$ cat config.mk
export PLATFORM = sky130hd
export DESIGN_NAME = sp_psr_unit
export DESIGN_NICKNAME = d
export VERILOG_FILES = /design/src/rtl/sp_psr_pkg.sv /design/src/rtl/sp_psr_stack.sv /design/src/rtl/sp_psr_usp.sv /design/src/rtl/sp_psr_status.sv /design/src/rtl/sp_psr_unit.sv
export SDC_FILE = /design/constraint.sdc
export NUM_CORES = 1
export LEC_CHECK = 0
export ABC_AREA = 1
export BUFFER_PORTS_ARGS = -buffer_cell sky130_fd_sc_hd__buf_2
export CAP_MARGIN = 20
export CORE_ASPECT_RATIO = 0.9
export CORE_MARGIN = 2
export CORE_UTILIZATION = 50
export DETAILED_ROUTE_END_ITERATION = 12
export PLACE_DENSITY = 0.83
export SYNTH_ARGS = -nofsm -noshare
export SYNTH_HDL_FRONTEND = slang
export SYNTH_SLANG_ARGS = --single-unit
$ cat constraint.sdc
create_clock -name clk -period 2.8 [get_ports clk]
set_clock_uncertainty 0.1 [all_clocks]
set_input_delay 0.14 -clock clk [delete_from_list [all_inputs] [get_ports clk]]
set_output_delay 0.14 -clock clk [all_outputs]
set_load 0.005 [all_outputs]
$ cat src/rtl/sp_psr_pkg.sv
package sp_psr_pkg;
    typedef enum logic [1:0] {
        SP_INC  = 2'd0,
        SP_DEC  = 2'd1,
        SP_USP  = 2'd2,
        SP_ZERO = 2'd3
    } sp_sel_e;

    typedef enum logic [1:0] {
        R6_BUS  = 2'd0,
        R6_INC  = 2'd1,
        R6_SSP  = 2'd2,
        R6_HOLD = 2'd3
    } r6_sel_e;
endpackage

$ cat src/rtl/sp_psr_stack.sv
module sp_psr_stack
    import sp_psr_pkg::*;
#(
    parameter int DATA_W = 16,
    parameter int STEP   = 2
) (
    input  logic [DATA_W-1:0] r6_in,
    input  logic [DATA_W-1:0] bus_in,
    input  logic [DATA_W-1:0] ssp_in,
    input  logic [DATA_W-1:0] saved_usp,
    input  sp_sel_e           sp_sel,
    input  r6_sel_e           r6_sel,
    output logic [DATA_W-1:0] sp_val,
    output logic [DATA_W-1:0] r6_next
);
    localparam logic [DATA_W-1:0] STEP_V = DATA_W'(STEP);

    logic [DATA_W-1:0] r6_inc_d;
    logic [DATA_W-1:0] r6_dec_d;

    always_comb begin
        r6_inc_d = r6_in + STEP_V;
        r6_dec_d = r6_in - STEP_V;
        unique case (sp_sel)
            SP_INC:  sp_val = r6_inc_d;
            SP_DEC:  sp_val = r6_dec_d;
            SP_USP:  sp_val = saved_usp;
            default: sp_val = '0;
        endcase
        unique case (r6_sel)
            R6_BUS:  r6_next = bus_in;
            R6_INC:  r6_next = r6_inc_d;
            R6_SSP:  r6_next = ssp_in;
            default: r6_next = r6_in;
        endcase
    end
endmodule

$ cat src/rtl/sp_psr_usp.sv
module sp_psr_usp #(
    parameter int DATA_W = 16
) (
    input  logic              clk,
    input  logic              rst_n,
    input  logic              ld_usp,
    input  logic [DATA_W-1:0] r6_in,
    output logic [DATA_W-1:0] saved_usp
);
    typedef struct packed {
        logic [DATA_W-1:0] usp;
    } usp_state_t;

    usp_state_t state_d, state_q;

    always_comb begin
        state_d = state_q;
        if (ld_usp) state_d.usp = r6_in;
    end

    always_ff @(posedge clk) begin
        if (!rst_n) state_q <= '0;
        else        state_q <= state_d;
    end

    assign saved_usp = state_q.usp;

    assert_usp_capture_R2: assert property (@(posedge clk) disable iff (!rst_n)
        ld_usp |=> saved_usp == $past(r6_in));
    assert_usp_hold_R2: assert property (@(posedge clk) disable iff (!rst_n)
        !ld_usp |=> $stable(saved_usp));
endmodule

$ cat src/rtl/sp_psr_status.sv
module sp_psr_status #(
    parameter int DATA_W   = 16,
    parameter int PRIV_BIT = 15,
    parameter int PRIO_BIT = 14,
    parameter int CC_W     = 3
) (
    input  logic              clk,
    input  logic              rst_n,
    input  logic              ld_priv,
    input  logic              ld_prio,
    input  logic              ld_psr,
    input  logic              priv_sel,
    input  logic              prio_sel,
    input  logic              cc_sel,
    input  logic [DATA_W-1:0] pop_val,
    input  logic [CC_W-1:0]   nzp_in,
    output logic [DATA_W-1:0] psr
);
    localparam logic [CC_W-1:0] CC_RESET = CC_W'(2);

    typedef struct packed {
        logic            priv;
        logic            prio;
        logic [CC_W-1:0] cc;
    } psr_state_t;

    psr_state_t state_d, state_q;

    always_comb begin
        state_d = state_q;
        if (ld_priv || ld_psr) state_d.priv = priv_sel ? pop_val[PRIV_BIT] : 1'b0;
        if (ld_prio || ld_psr) state_d.prio = prio_sel ? pop_val[PRIO_BIT] : 1'b1;
        if (ld_psr)            state_d.cc   = cc_sel ? pop_val[CC_W-1:0] : nzp_in;
    end

    always_ff @(posedge clk) begin
        if (!rst_n) begin
            state_q.priv <= 1'b0;
            state_q.prio <= 1'b0;
            state_q.cc   <= CC_RESET;
        end else begin
            state_q <= state_d;
        end
    end

    always_comb begin
        psr                 = '0;
        psr[PRIV_BIT]       = state_q.priv;
        psr[PRIO_BIT]       = state_q.prio;
        psr[CC_W-1:0]       = state_q.cc;
    end

    assert_priv_force_R5: assert property (@(posedge clk) disable iff (!rst_n)
        (ld_priv || ld_psr) && !priv_sel |=> !psr[PRIV_BIT]);
    assert_prio_force_R6: assert property (@(posedge clk) disable iff (!rst_n)
        (ld_prio || ld_psr) && !prio_sel |=> psr[PRIO_BIT]);
    assert_cc_hold_R7: assert property (@(posedge clk) disable iff (!rst_n)
        !ld_psr |=> $stable(psr[CC_W-1:0]));
    assert_cc_pop_R7: assert property (@(posedge clk) disable iff (!rst_n)
        ld_psr && cc_sel |=> psr[CC_W-1:0] == $past(pop_val[CC_W-1:0]));
endmodule

$ cat src/rtl/sp_psr_unit.sv
module sp_psr_unit
    import sp_psr_pkg::*;
#(
    parameter int DATA_W   = 16,
    parameter int STEP     = 2,
    parameter int PRIV_BIT = 15,
    parameter int PRIO_BIT = 14,
    parameter int CC_W     = 3
) (
    input  logic              clk,
    input  logic              rst_n,
    input  logic [DATA_W-1:0] bus_in,
    input  logic [DATA_W-1:0] r6_in,
    input  logic [DATA_W-1:0] ssp_in,
    input  logic [CC_W-1:0]   nzp_in,
    input  logic              ld_usp,
    input  logic              ld_priv,
    input  logic              ld_prio,
    input  logic              ld_psr,
    input  logic              priv_sel,
    input  logic              prio_sel,
    input  logic              cc_sel,
    input  logic [1:0]        sp_sel,
    input  logic [1:0]        r6_sel,
    input  logic              gate_psr,
    input  logic              gate_sp,
    output logic [DATA_W-1:0] psr_out,
    output logic [DATA_W-1:0] bus_out,
    output logic [DATA_W-1:0] r6_next
);
    logic [DATA_W-1:0] saved_usp;
    logic [DATA_W-1:0] sp_val;

    sp_psr_usp #(.DATA_W(DATA_W)) i_usp (
        .clk       (clk),
        .rst_n     (rst_n),
        .ld_usp    (ld_usp),
        .r6_in     (r6_in),
        .saved_usp (saved_usp)
    );

    sp_psr_stack #(.DATA_W(DATA_W), .STEP(STEP)) i_stack (
        .r6_in     (r6_in),
        .bus_in    (bus_in),
        .ssp_in    (ssp_in),
        .saved_usp (saved_usp),
        .sp_sel    (sp_sel_e'(sp_sel)),
        .r6_sel    (r6_sel_e'(r6_sel)),
        .sp_val    (sp_val),
        .r6_next   (r6_next)
    );

    sp_psr_status #(
        .DATA_W(DATA_W), .PRIV_BIT(PRIV_BIT), .PRIO_BIT(PRIO_BIT), .CC_W(CC_W)
    ) i_status (
        .clk      (clk),
        .rst_n    (rst_n),
        .ld_priv  (ld_priv),
        .ld_prio  (ld_prio),
        .ld_psr   (ld_psr),
        .priv_sel (priv_sel),
        .prio_sel (prio_sel),
        .cc_sel   (cc_sel),
        .pop_val  (bus_in),
        .nzp_in   (nzp_in),
        .psr      (psr_out)
    );

    always_comb begin
        if (gate_psr)     bus_out = psr_out;
        else if (gate_sp) bus_out = sp_val;
        else              bus_out = '0;
    end

    assert_gate_psr_R9: assert property (@(posedge clk) disable iff (!rst_n)
        gate_psr |-> bus_out == psr_out);
    assert_idle_bus_R9: assert property (@(posedge clk) disable iff (!rst_n)
        !gate_psr && !gate_sp |-> bus_out == '0);
    assert_usp_readout_R3: assert property (@(posedge clk) disable iff (!rst_n)
        !gate_psr && gate_sp && sp_sel == 2'd2 && $past(ld_usp) |-> bus_out == $past(r6_in));
endmodule

==> impl_metrics.yaml <==
yosys:
  synth.distinct_cells: 31
  syn_area_per_cell_um2: 5.457
  synthArstFlopShare_pct: 0
  syn_area_um2: 2281
  ys_ff_latch: 21
  synthFlopType: "dfxtp_1"
  synthCells: 418
  ys_warn_count: 0
  ys_seq_area_share_pct: 18.43
  synth_edf_count: 0
floorplanning:
  start_util_pct: 51.47
  coreArea_um2: 4432
  die_x_um: 75.20
  die_h_um: 68.08
  ios: 114
  rows: 23
  die-area_um2: 5119
clock_network:
  cts_max_path_buffers: 2
  cts_hold_buf: 0
  cts_root_buf: "clkbuf_8"
  cts_max_level: 1
  clkTransAtPathRegs_ns: 0.08
  post_cts_resized: 0
  cts.sinks: 21
  cts_tree: "done"
  clk_latency_ns: 0.26
  post_cts_buffers: 0
  numCtsBuffers: 3
final_layout:
  antenna_cells: 0
  fin_util_pct: 63.83
  nNetsFinal: 579
  area_delta_synth_final_pct: 24.03
  final_layout_size_suffix_gt1_share_pct: 24.90
  finalNonFillerCells: 572
  fill_cells: 451
sta:
  final_hold_viol_count: 0
  finalCriticalPeriod_ns: 1.780
  setup_slack_ns: 1.020
  tns_ns: 0
  fin_crit_sh_pct: 63.56
  rsz0062_at_grt: "no"
  setup_viol: 0
  hold-worst-slack_ns: 0.09627
  clock.fmax_mhz: 561.9
  report.final.slew_viol_count: 0
route:
  vias: 3045
  top_layer: "met4"
  met2_length_mm: 3.228
  drtIter0Drc: 256
  wl_met1_mm: 3.723
  drt_pass1_iterations: 8
  vias_per_cell: 5.323
  wl_met3_um: 749
  drc: 0
  final_antenna_net_count: 0
  finalWirelength_mm: 7.811
  wl_per_cell_um: 13.66
power:
  power.share.clock_pct: 23.3
  switchingPower_w: 0.0003090
  swShare_pct: 36.20
  p_per_area_nw_per_um2: 301.7
  leakagePower_nw: 1.547
  vdd_drop_max_mv: 0.3396
  internal_power_w: 0.0005446
  power_frac_comb_pct: 38.0
  p_seq_share_pct: 38.7
place:
  place_hpwl_mm: 6.364
  dp_slack_ns: 1.054
  dp_cells: 568
  gp_congestion: 0.9585
  portBuffers: 102
hold_path:
  hp-class: "in -> reg"
  worstHoldPathCells: 3
worst_setup_path:
  cp_data_required_time_ns: 2.56
  worst_setup_path_end_kind: "output port"
  path_class: "in -> out"
  path_depth: 11
  rrSetupSlack_ns: 2.00
  worstRegToRegCells: 2
  crit_path_max_incr_delay_ns: 0.25
  start_kind: "input port"
  critical_path_buf_inv_count: 3
  crit_family: "simple AND/OR/NAND/NOR gates"
  path_common_cell: "nand3_1"
  slowest_stage: "nor2_2"
  worst_ep_arrival_time_ns: 1.54
  worstPathCellList: "buf_2, inv_1, ha_1, nand3_1, nor2_2, nand3_1, nand3_1, nand3_1, nand2_1, nand2_1, buf_2"
  path_max_fanout: 6
status:
  status: "finished, final reports clean"
grt:
  grt_max_degree: 33
  grt_pass1_wl_mm: 11.41
  grt_pass1_vias: 2408
  antenna_found_initial: 0
  gr-usage-all-layers_pct: 29.14
  overflow: 0
job:
  maxCapViolCount: 0
[worst min-delay path, stage by stage]
cell	delay (ns)
buf_2	0.07
a21oi_1	0.06
nor3_1	0.14
[cell type report]
type                       count  area [µm²]  area share, %
multi-input combinational    330        1556          55.02
timing repair buffer         107       548.0          19.37
sequential                    21       420.4          14.86
inverter                      48       180.2          6.369
tap                           62       77.57          2.742
clock buffer                   3       41.29          1.460
clock inverter                 1       5.005         0.1769
[final timing paths]
kind / start / to
worst min-delay path: priv_sel / i_status.psr[15]
worst min register to register: i_status.psr[2] / i_status.psr[2]
worst max register to register: i_usp.saved_usp[3] / i_usp.saved_usp[3]
worst max-delay path: r6_in[1] / bus_out[15]
[per-layer routing]
layer | vias to the layer above | GRT usage (%)
li1 | 1539 | -
met5 | - | 0
met3 | 10 | 1.767
met1 | 1337 | 45.61
met4 | 0 | 9.211
met2 | 159 | 42.00
[cells by family (layout without fill, tap and decap cells)]
group                      Yosys count  in the layout  synth area share, %
other                                1             11               0.1644
AOI/OAI and AO/OA                   71             71                17.50
DFF                                 21             21                18.43
adders and majority gates            2              2                1.097
and+or+nand+nor                    242            242                46.30
xor gates and xnor gates             4              4                1.536
buffers and inverters               77            159                14.98
[power by group through the flow]
stage	Sequential, W	Combinational (W)	Clock (W)
after floorplan	0.000335	0.000189	0
after detailed placement	0.000337	0.000318	0
after global placement	0.000336	0.000317	0
final	0.000330	0.000324	0.000199
after CTS	0.000330	0.000320	0.000202
after global routing	0.000333	0.000364	0.000216
[flip-flops by register name, indices dropped and copies added (netlist names)]
name / count
i_usp.saved_usp: 16
i_status.psr: 5
[cells in the mapped netlist (2+ instances only)]
| library cell | count | share of area, % |
|---|---|---|
| o21ai_0 | 29 | 6.4 |
| buf_2 | 6 | 1.3 |
| clkbuf_1 | 10 | 1.6 |
| inv_1 | 46 | 7.6 |
| nand4_1 | 12 | 3.3 |
| a21oi_1 | 25 | 5.5 |
| xor2_1 | 4 | 1.5 |
| inv_2 | 2 | 0.33 |
| nor2_2 | 4 | 1.1 |
| o211ai_1 | 3 | 0.99 |
| nor3_1 | 5 | 1.1 |
| nand3_1 | 49 | 11 |
| o2111ai_1 | 4 | 1.5 |
| a221oi_1 | 3 | 1.2 |
| nand2_2 | 4 | 1.1 |
| o21ai_1 | 4 | 0.88 |
| nor2_4 | 2 | 0.99 |
| nor2_1 | 32 | 5.3 |
| buf_4 | 12 | 3.9 |
| ha_1 | 2 | 1.1 |
| nand2_1 | 130 | 21 |
| dfxtp_1 | 21 | 18 |
[cells in the final DEF (no fill, tap or decap)]
cell type,synthesis,final
a21oi_1,25,25
a21oi_2,1,1
a221oi_1,3,3
a22oi_1,1,1
and2_1,1,1
buf_2,6,102
buf_4,12,5
clkbuf_8,0,3
clkinv_2,0,1
conb_1,1,11
dfxtp_1,21,21
ha_1,2,2
inv_1,46,46
inv_2,2,2
nand2_1,130,130
nand2_2,4,4
nand3_1,49,49
nand3_2,1,1
nand4_1,12,12
nor2_1,32,32
nor2_2,4,4
nor2_4,2,2
nor3_1,5,5
nor3b_1,1,1
o2111ai_1,4,4
o211ai_1,3,3
o21ai_0,29,29
o21ai_1,4,4
o21ai_2,1,1
or2_2,1,1
xor2_1,4,4
[per-stage QoR]
step / area (µm²) / total power, W
floorplan: 2318 / 0.0005244
global placement: 2783 / 0.0006528
detailed placement: 2783 / 0.0006553
CTS: 2829 / 0.0008512
global route: 2829 / 0.0009122
finish: 2829 / 0.0008536
(Power assumes the default switching activity.)
